==> src/rtl/ivc_pkg.sv <==
package ivc_pkg;

  localparam int unsigned VEC_W       = 16;
  localparam int unsigned CTRL_W      = 8;
  localparam int unsigned NUM_RESTART = 3;
  localparam int unsigned SLOT_STRIDE = 8;
  localparam int unsigned HALF_OFFSET = 4;

  // control byte field positions
  localparam int unsigned WB_MASK_LSB = 0;
  localparam int unsigned WB_MASK_EN  = 3;
  localparam int unsigned WB_EDGE_CLR = 4;
  localparam int unsigned WB_SPARE    = 5;
  localparam int unsigned WB_SER_EN   = 6;
  localparam int unsigned WB_SER_DAT  = 7;

  // restart slot numbers; address = slot * stride + half offset
  localparam int unsigned SLOT_NMI  = 4;
  localparam int unsigned SLOT_LO   = 5;
  localparam int unsigned SLOT_HI   = 6;
  localparam int unsigned SLOT_EDGE = 7;

  typedef enum logic [2:0] {
    SRC_NONE = 3'd0,
    SRC_NMI  = 3'd1,
    SRC_EDGE = 3'd2,
    SRC_HI   = 3'd3,
    SRC_LO   = 3'd4,
    SRC_EXT  = 3'd5
  } src_e;

  function automatic logic [VEC_W-1:0] half_slot_vector(input int unsigned slot);
    return VEC_W'(slot * SLOT_STRIDE + HALF_OFFSET);
  endfunction

  function automatic logic [VEC_W-1:0] src_vector(input src_e s);
    case (s)
      SRC_NMI:  return half_slot_vector(SLOT_NMI);
      SRC_EDGE: return half_slot_vector(SLOT_EDGE);
      SRC_HI:   return half_slot_vector(SLOT_HI);
      SRC_LO:   return half_slot_vector(SLOT_LO);
      default:  return '0;
    endcase
  endfunction

  function automatic logic is_maskable(input src_e s);
    return (s != SRC_NONE) && (s != SRC_NMI);
  endfunction

  // restart index (0 = low, 1 = high, 2 = edge) to source code
  function automatic src_e restart_src(input int unsigned idx);
    case (idx)
      0:       return SRC_LO;
      1:       return SRC_HI;
      default: return SRC_EDGE;
    endcase
  endfunction

endpackage

==> src/rtl/ivc_edge_cap.sv <==
module ivc_edge_cap #(
  parameter bit LEVEL_QUAL = 1'b0
) (
  input  logic clk,
  input  logic rst_n,
  input  logic din,
  input  logic clr,
  output logic flag,
  output logic rise
);

  logic prev_q;
  logic flag_q;
  logic hold;

  assign rise = din & ~prev_q;

  generate
    if (LEVEL_QUAL) begin : g_level
      assign hold = din;
    end else begin : g_sticky
      assign hold = 1'b1;
    end
  endgenerate

  always_ff @(posedge clk or negedge rst_n) begin
    if (!rst_n) begin
      prev_q <= 1'b0;
      flag_q <= 1'b0;
    end else begin
      prev_q <= din;
      flag_q <= rise | (flag_q & ~clr & hold);
    end
  end

  assign flag = flag_q;

endmodule

==> src/rtl/ivc_ctrl_regs.sv <==
module ivc_ctrl_regs
  import ivc_pkg::*;
#(
  parameter int unsigned MASK_W = NUM_RESTART
) (
  input  logic              clk,
  input  logic              rst_n,
  input  logic              wr_en,
  input  logic [CTRL_W-1:0] wr_data,
  input  logic              en_stb,
  input  logic              dis_stb,
  input  logic              ie_kill,
  output logic [MASK_W-1:0] mask_q,
  output logic              ie_q,
  output logic              ser_q,
  output logic              edge_clr
);

  logic wdata_unused;
  assign wdata_unused = wr_data[WB_SPARE];

  logic load_mask;
  logic load_ser;
  assign load_mask = wr_en & wr_data[WB_MASK_EN];
  assign load_ser  = wr_en & wr_data[WB_SER_EN];
  assign edge_clr  = wr_en & wr_data[WB_EDGE_CLR];

  always_ff @(posedge clk or negedge rst_n) begin
    if (!rst_n) begin
      mask_q <= '1;
      ie_q   <= 1'b0;
      ser_q  <= 1'b0;
    end else begin
      if (load_mask) mask_q <= wr_data[WB_MASK_LSB +: MASK_W];
      if (load_ser)  ser_q  <= wr_data[WB_SER_DAT];
      if (ie_kill)      ie_q <= 1'b0;
      else if (dis_stb) ie_q <= 1'b0;
      else if (en_stb)  ie_q <= 1'b1;
    end
  end

endmodule

==> src/rtl/ivc_arbiter.sv <==
module ivc_arbiter
  import ivc_pkg::*;
#(
  parameter int unsigned NR = NUM_RESTART
) (
  input  logic             nmi_ok,
  input  logic [NR-1:0]    restart_pend,
  input  logic [NR-1:0]    mask,
  input  logic             ie,
  input  logic             ext_lvl,
  output logic             hit,
  output src_e             src,
  output logic [VEC_W-1:0] vec,
  output logic             need_ext
);

  logic [NR-1:0] restart_ok;

  generate
    for (genvar i = 0; i < NR; i++) begin : g_gate
      assign restart_ok[i] = restart_pend[i] & ~mask[i] & ie;
    end
  endgenerate

  always_comb begin
    src = SRC_NONE;
    if (ext_lvl && ie) src = SRC_EXT;
    for (int i = 0; i < NR; i++) begin
      if (restart_ok[i]) src = restart_src(i);
    end
    if (nmi_ok) src = SRC_NMI;
  end

  assign hit      = (src != SRC_NONE);
  assign vec      = src_vector(src);
  assign need_ext = (src == SRC_EXT);

endmodule

==> src/rtl/ivc.sv <==
module ivc
  import ivc_pkg::*;
(
  input  logic              clk,
  input  logic              rst_n,
  input  logic              nmi_in,
  input  logic              edge_irq_in,
  input  logic              hi_irq_in,
  input  logic              lo_irq_in,
  input  logic              ext_irq_in,
  input  logic              en_stb,
  input  logic              dis_stb,
  input  logic              sample_stb,
  input  logic              accept_stb,
  input  logic              mask_wr,
  input  logic [CTRL_W-1:0] mask_wdata,
  input  logic              ser_in,
  output logic [CTRL_W-1:0] stat_rdata,
  output logic              ser_out,
  output logic              take_valid,
  output logic [2:0]        take_src,
  output logic [VEC_W-1:0]  take_vector,
  output logic              take_ext
);

  // named internal events
  logic                   nmi_armed;
  logic                   nmi_rise;
  logic                   edge_pend;
  logic                   edge_rise;
  logic                   ie_q;
  logic [NUM_RESTART-1:0] mask_q;
  logic                   wr_edge_clr;
  logic                   accept_fire;
  logic                   sample_fire;
  logic                   accept_maskable;
  logic                   accept_nmi;
  logic                   accept_edge;

  logic                   arb_hit;
  src_e                   arb_src;
  logic [VEC_W-1:0]       arb_vec;
  logic                   arb_ext;

  logic                   valid_q;
  src_e                   src_q;
  logic [VEC_W-1:0]       vec_q;
  logic                   ext_q;

  assign accept_fire     = accept_stb & valid_q;
  assign sample_fire     = sample_stb & ~accept_stb;
  assign accept_maskable = accept_fire & is_maskable(src_q);
  assign accept_nmi      = accept_fire & (src_q == SRC_NMI);
  assign accept_edge     = accept_fire & (src_q == SRC_EDGE);

  ivc_edge_cap #(.LEVEL_QUAL(1'b1)) u_nmi_cap (
    .clk  (clk),
    .rst_n(rst_n),
    .din  (nmi_in),
    .clr  (accept_nmi),
    .flag (nmi_armed),
    .rise (nmi_rise)
  );

  ivc_edge_cap #(.LEVEL_QUAL(1'b0)) u_edge_cap (
    .clk  (clk),
    .rst_n(rst_n),
    .din  (edge_irq_in),
    .clr  (wr_edge_clr | accept_edge),
    .flag (edge_pend),
    .rise (edge_rise)
  );

  ivc_ctrl_regs #(.MASK_W(NUM_RESTART)) u_ctrl (
    .clk     (clk),
    .rst_n   (rst_n),
    .wr_en   (mask_wr),
    .wr_data (mask_wdata),
    .en_stb  (en_stb),
    .dis_stb (dis_stb),
    .ie_kill (accept_maskable),
    .mask_q  (mask_q),
    .ie_q    (ie_q),
    .ser_q   (ser_out),
    .edge_clr(wr_edge_clr)
  );

  logic rise_unused;
  assign rise_unused = nmi_rise ^ edge_rise;

  ivc_arbiter #(.NR(NUM_RESTART)) u_arb (
    .nmi_ok      (nmi_armed & nmi_in),
    .restart_pend({edge_pend, hi_irq_in, lo_irq_in}),
    .mask        (mask_q),
    .ie          (ie_q),
    .ext_lvl     (ext_irq_in),
    .hit         (arb_hit),
    .src         (arb_src),
    .vec         (arb_vec),
    .need_ext    (arb_ext)
  );

  always_ff @(posedge clk or negedge rst_n) begin
    if (!rst_n) begin
      valid_q <= 1'b0;
      src_q   <= SRC_NONE;
      vec_q   <= '0;
      ext_q   <= 1'b0;
    end else if (accept_fire) begin
      valid_q <= 1'b0;
      src_q   <= SRC_NONE;
      vec_q   <= '0;
      ext_q   <= 1'b0;
    end else if (sample_fire) begin
      valid_q <= arb_hit;
      src_q   <= arb_src;
      vec_q   <= arb_vec;
      ext_q   <= arb_ext;
    end
  end

  assign stat_rdata  = {ser_in, edge_pend, hi_irq_in, lo_irq_in, ie_q, mask_q};
  assign take_valid  = valid_q;
  assign take_src    = src_q;
  assign take_vector = vec_q;
  assign take_ext    = ext_q;

endmodule

==> config.mk <==
export PLATFORM = sky130hd
export DESIGN_NAME = ivc
export DESIGN_NICKNAME = d
export VERILOG_FILES = /design/src/rtl/ivc_pkg.sv /design/src/rtl/ivc_edge_cap.sv /design/src/rtl/ivc_ctrl_regs.sv /design/src/rtl/ivc_arbiter.sv /design/src/rtl/ivc.sv
export SDC_FILE = /design/constraint.sdc
export NUM_CORES = 1
export LEC_CHECK = 0
export BUFFER_PORTS_ARGS = -buffer_cell sky130_fd_sc_hd__buf_2
export CAP_MARGIN = 20
export CORE_ASPECT_RATIO = 1.25
export CORE_MARGIN = 4
export CORE_UTILIZATION = 38
export DETAILED_ROUTE_END_ITERATION = 10
export PLACE_DENSITY = 0.73
export SKIP_CTS_REPAIR_TIMING = 1
export SLEW_MARGIN = 20
export SYNTH_ARGS = -nofsm -noshare
export SYNTH_HDL_FRONTEND = slang
export SYNTH_SLANG_ARGS = --single-unit
==> constraint.sdc <==
create_clock -name clk -period 1.3 [get_ports clk]
set_input_delay 0.13 -clock clk [delete_from_list [all_inputs] [get_ports clk]]
set_output_delay 0.13 -clock clk [all_outputs]
set_load 0.02 [all_outputs]
==> results.yml <==
final_layout:
  final_cell_mix: "buf_2 (35), dfrtp_1 (14), conb_1 (12), nand2_1 (11), nor2_1 (6)"
  final_common_cell: "buf_2"
  nets: 145
  final_layout_size_suffix_gt1_share_pct: 45.53
  nFillCells: 237
  area_delta_synth_final_pct: 21.70
  antennaDiodeCount: 0
  final_cells: 154
  multi_input_area_um2: 376.6
  ff_latch_area_um2: 429.2
route:
  drc: 0
  via_count: 718
  ant_nets: 0
  drt-initial-drc-count: 13
  via_per_inst: 4.662
  wl_mm: 1.854
  wire_per_inst_um: 12.04
  drt-pass1-iter-count: 4
  route.met2.wl_um: 918
  top_layer: "met4"
  route.met3.wl_um: 188
  wl_met1_um: 713
worst_setup_path:
  r2r-start: "u_ctrl.mask_q[1]"
  crit_type: "flop to flop"
  regToRegEndpoint: "take_src[0]"
  reg2reg_setup_slack_ns: 0.04
  cp-start-kind: "flop"
  endpoint_kind: "flop"
  crit_fanout: 3
  cp.required_ns: 1.48
  reg2regPathDepth: 4
  cp.arrival_ns: 1.44
floorplanning:
  core-area_um2: 2235
  fp.dieW_um: 51.52
  io_pins: 51
  dieArea_um2: 3215
  die_h_um: 62.40
  std_cell_rows: 19
  start_util_pct: 40.26
synthesis:
  synthesis.area_um2: 899.6
  synth_top_family_by_area: "simple AND/OR/NAND/NOR gates"
  netlist_instances: 87
  synth-seq-cells: 17
  synth-compound-area-share_pct: 14.60
  synth_top_area_share_pct: 38.94
  synth_top_area_cell: "dfrtp_1"
  ys_types: 29
  synthTopCellsByArea: "dfrtp_1 (39%), buf_4 (15%), dfstp_2 (8.8%)"
  synth_warnings: 0
  ys_seq_area_share_pct: 47.71
  synth-xor-area-share_pct: 0
  syn_avg_cell_area_um2: 10.34
  synthMuxAreaShare_pct: 5.007
  synth_fa_ha_area_share_pct: 0
  yosys.area_share.simple_pct: 16.41
timing:
  finClkSkew_ns: 0.01103
  final_hold_viol_count: 0
  setup_viol: 0
  finalMaxSlewViolations: 0
  post-route-period-util_pct: 96.96
  rsz0062_at_grt: "true"
  period_needed_ns: 1.261
  setup_ws_ns: 0.03949
  fmax_mhz: 793.3
clock_tree:
  numCtsBuffers: 3
  tritoncts: "done"
  cts.sinks: 17
  htree_levels: 1
  clk_path_buf_depth: 2
  clock_latency_ns: 0.29
  clkTransAtPathRegs_ns: 0.10
  root_buffer: "clkbuf_4"
global_route:
  grt_pass1_vias: 688
  grt_max_degree: 18
  grt_pass1_wl_mm: 2.946
  track_usage_pct: 12.08
  overflow: 0
  antenna_found_initial: 0
run:
  max_cap_violations: 0
worst_hold_path:
  hold_class: "input pin to flop"
  hp-start: "mask_wdata[0]"
  hold_depth: 2
  hold_end: "u_ctrl.mask_q[0]"
placed_design:
  dpl.hpwl_mm: 1.518
  gp_congestion: 0.7315
  io_buffers: 35
  place_inst: 146
  dp_slack_ns: 0.02190
pwr:
  leakagePower_nw: 0.5589
  power_density_nw_per_um2: 1191
  vdd_drop_max_v: 0.0006405
  power_mw: 1.304
outcome:
  status: "finished clean"
cells by family after synthesis:
group           Yosys count
compound gates           18
buf+inv                  20
flops                    17
mux                       4
other cells               1
simple gates             27
worst max-delay path, cell delays in order, from the launching register on:
cell and delay (ns):
dfstp_2 0.56, nand2b_4 0.12, a21boi_2 0.19, o21ai_2 0.09, o21ba_2 0.20
state kept, by name, summed over array words and instances (netlist names):
| name | count |
|---|---|
| take_valid | 1 |
| u_ctrl.ser_q | 1 |
| u_edge_cap.prev_q | 1 |
| take_ext | 1 |
| u_nmi_cap.prev_q | 1 |
| u_edge_cap.flag | 1 |
| u_ctrl.ie_q | 1 |
| take_vector | 3 |
| u_ctrl.mask_q | 3 |
| take_src | 3 |
| u_nmi_cap.flag | 1 |
worst max-delay path by stage:
stage / end / slack, ns / startpoint
floorplan: take_src[0] / 0.02 / u_ctrl.mask_q[1]
global placement: take_src[0] / 0.07 / u_ctrl.mask_q[1]
detailed placement: take_src[0] / 0.02 / u_ctrl.mask_q[1]
CTS: take_src[0] / -0.005 / u_ctrl.mask_q[1]
global route: take_src[0] / -0.01 / u_ctrl.mask_q[1]
finish: take_src[0] / 0.04 / u_ctrl.mask_q[1]
synth_stat cells:
cell type / number
a21boi_0: 1
a21boi_1: 1
a21oi_1: 2
a22o_2: 3
a31oi_1: 2
a32o_1: 1
and3_4: 1
buf_4: 18
conb_1: 1
dfrtp_1: 14
dfstp_2: 3
inv_1: 2
mux2_2: 4
nand2_1: 11
nand2b_1: 2
nand2b_4: 1
nand3_1: 1
nor2_1: 6
nor2b_1: 1
nor2b_4: 1
nor3_1: 1
nor3b_1: 1
nor4b_1: 1
o21ai_0: 3
o21ai_1: 1
o21ai_2: 1
o21ba_2: 1
o22ai_1: 1
o311ai_1: 1
per-stage QoR:
| step | TNS, ns | hold slack (ns) | util, % | cell area (µm²) |
|---|---|---|---|---|
| after floorplan | 0 | -0.1656 | - | 940.9 |
| after global placement | 0 | 0.06362 | 45.63 | 1020 |
| after detailed placement | 0 | 0.07519 | 45.63 | 1020 |
| after CTS | -0.005117 | -0.2500 | 46.86 | 1047 |
| after global routing | -0.01240 | 0.04171 | 48.99 | 1095 |
| final | 0 | 0.06025 | 48.99 | 1095 |
power by group:
part / total (mW) / switching (mW) / internal [mW]
logic: 0.381 / 0.233 / 0.148
registers: 0.643 / 0.0456 / 0.597
clock network: 0.280 / 0.166 / 0.114
total: 1.30 / 0.444 / 0.860
final cells by class:
| cell class | count | area share, % |
|---|---|---|
| clock inverter | 1 | 0.4571 |
| tap | 31 | 3.543 |
| multi-input combinational | 61 | 34.40 |
| clock buffer | 3 | 2.057 |
| inverter | 2 | 0.6857 |
| timing repair buffer | 39 | 19.66 |
| sequential | 17 | 39.20 |
routing by layer:
metal	GRT usage, %	vias to the layer above
met5	0	-
met3	2.864	4
met1	14.20	328
met2	20.06	45
li1	-	341
met4	5.902	0
(Power assumes the default switching activity.)
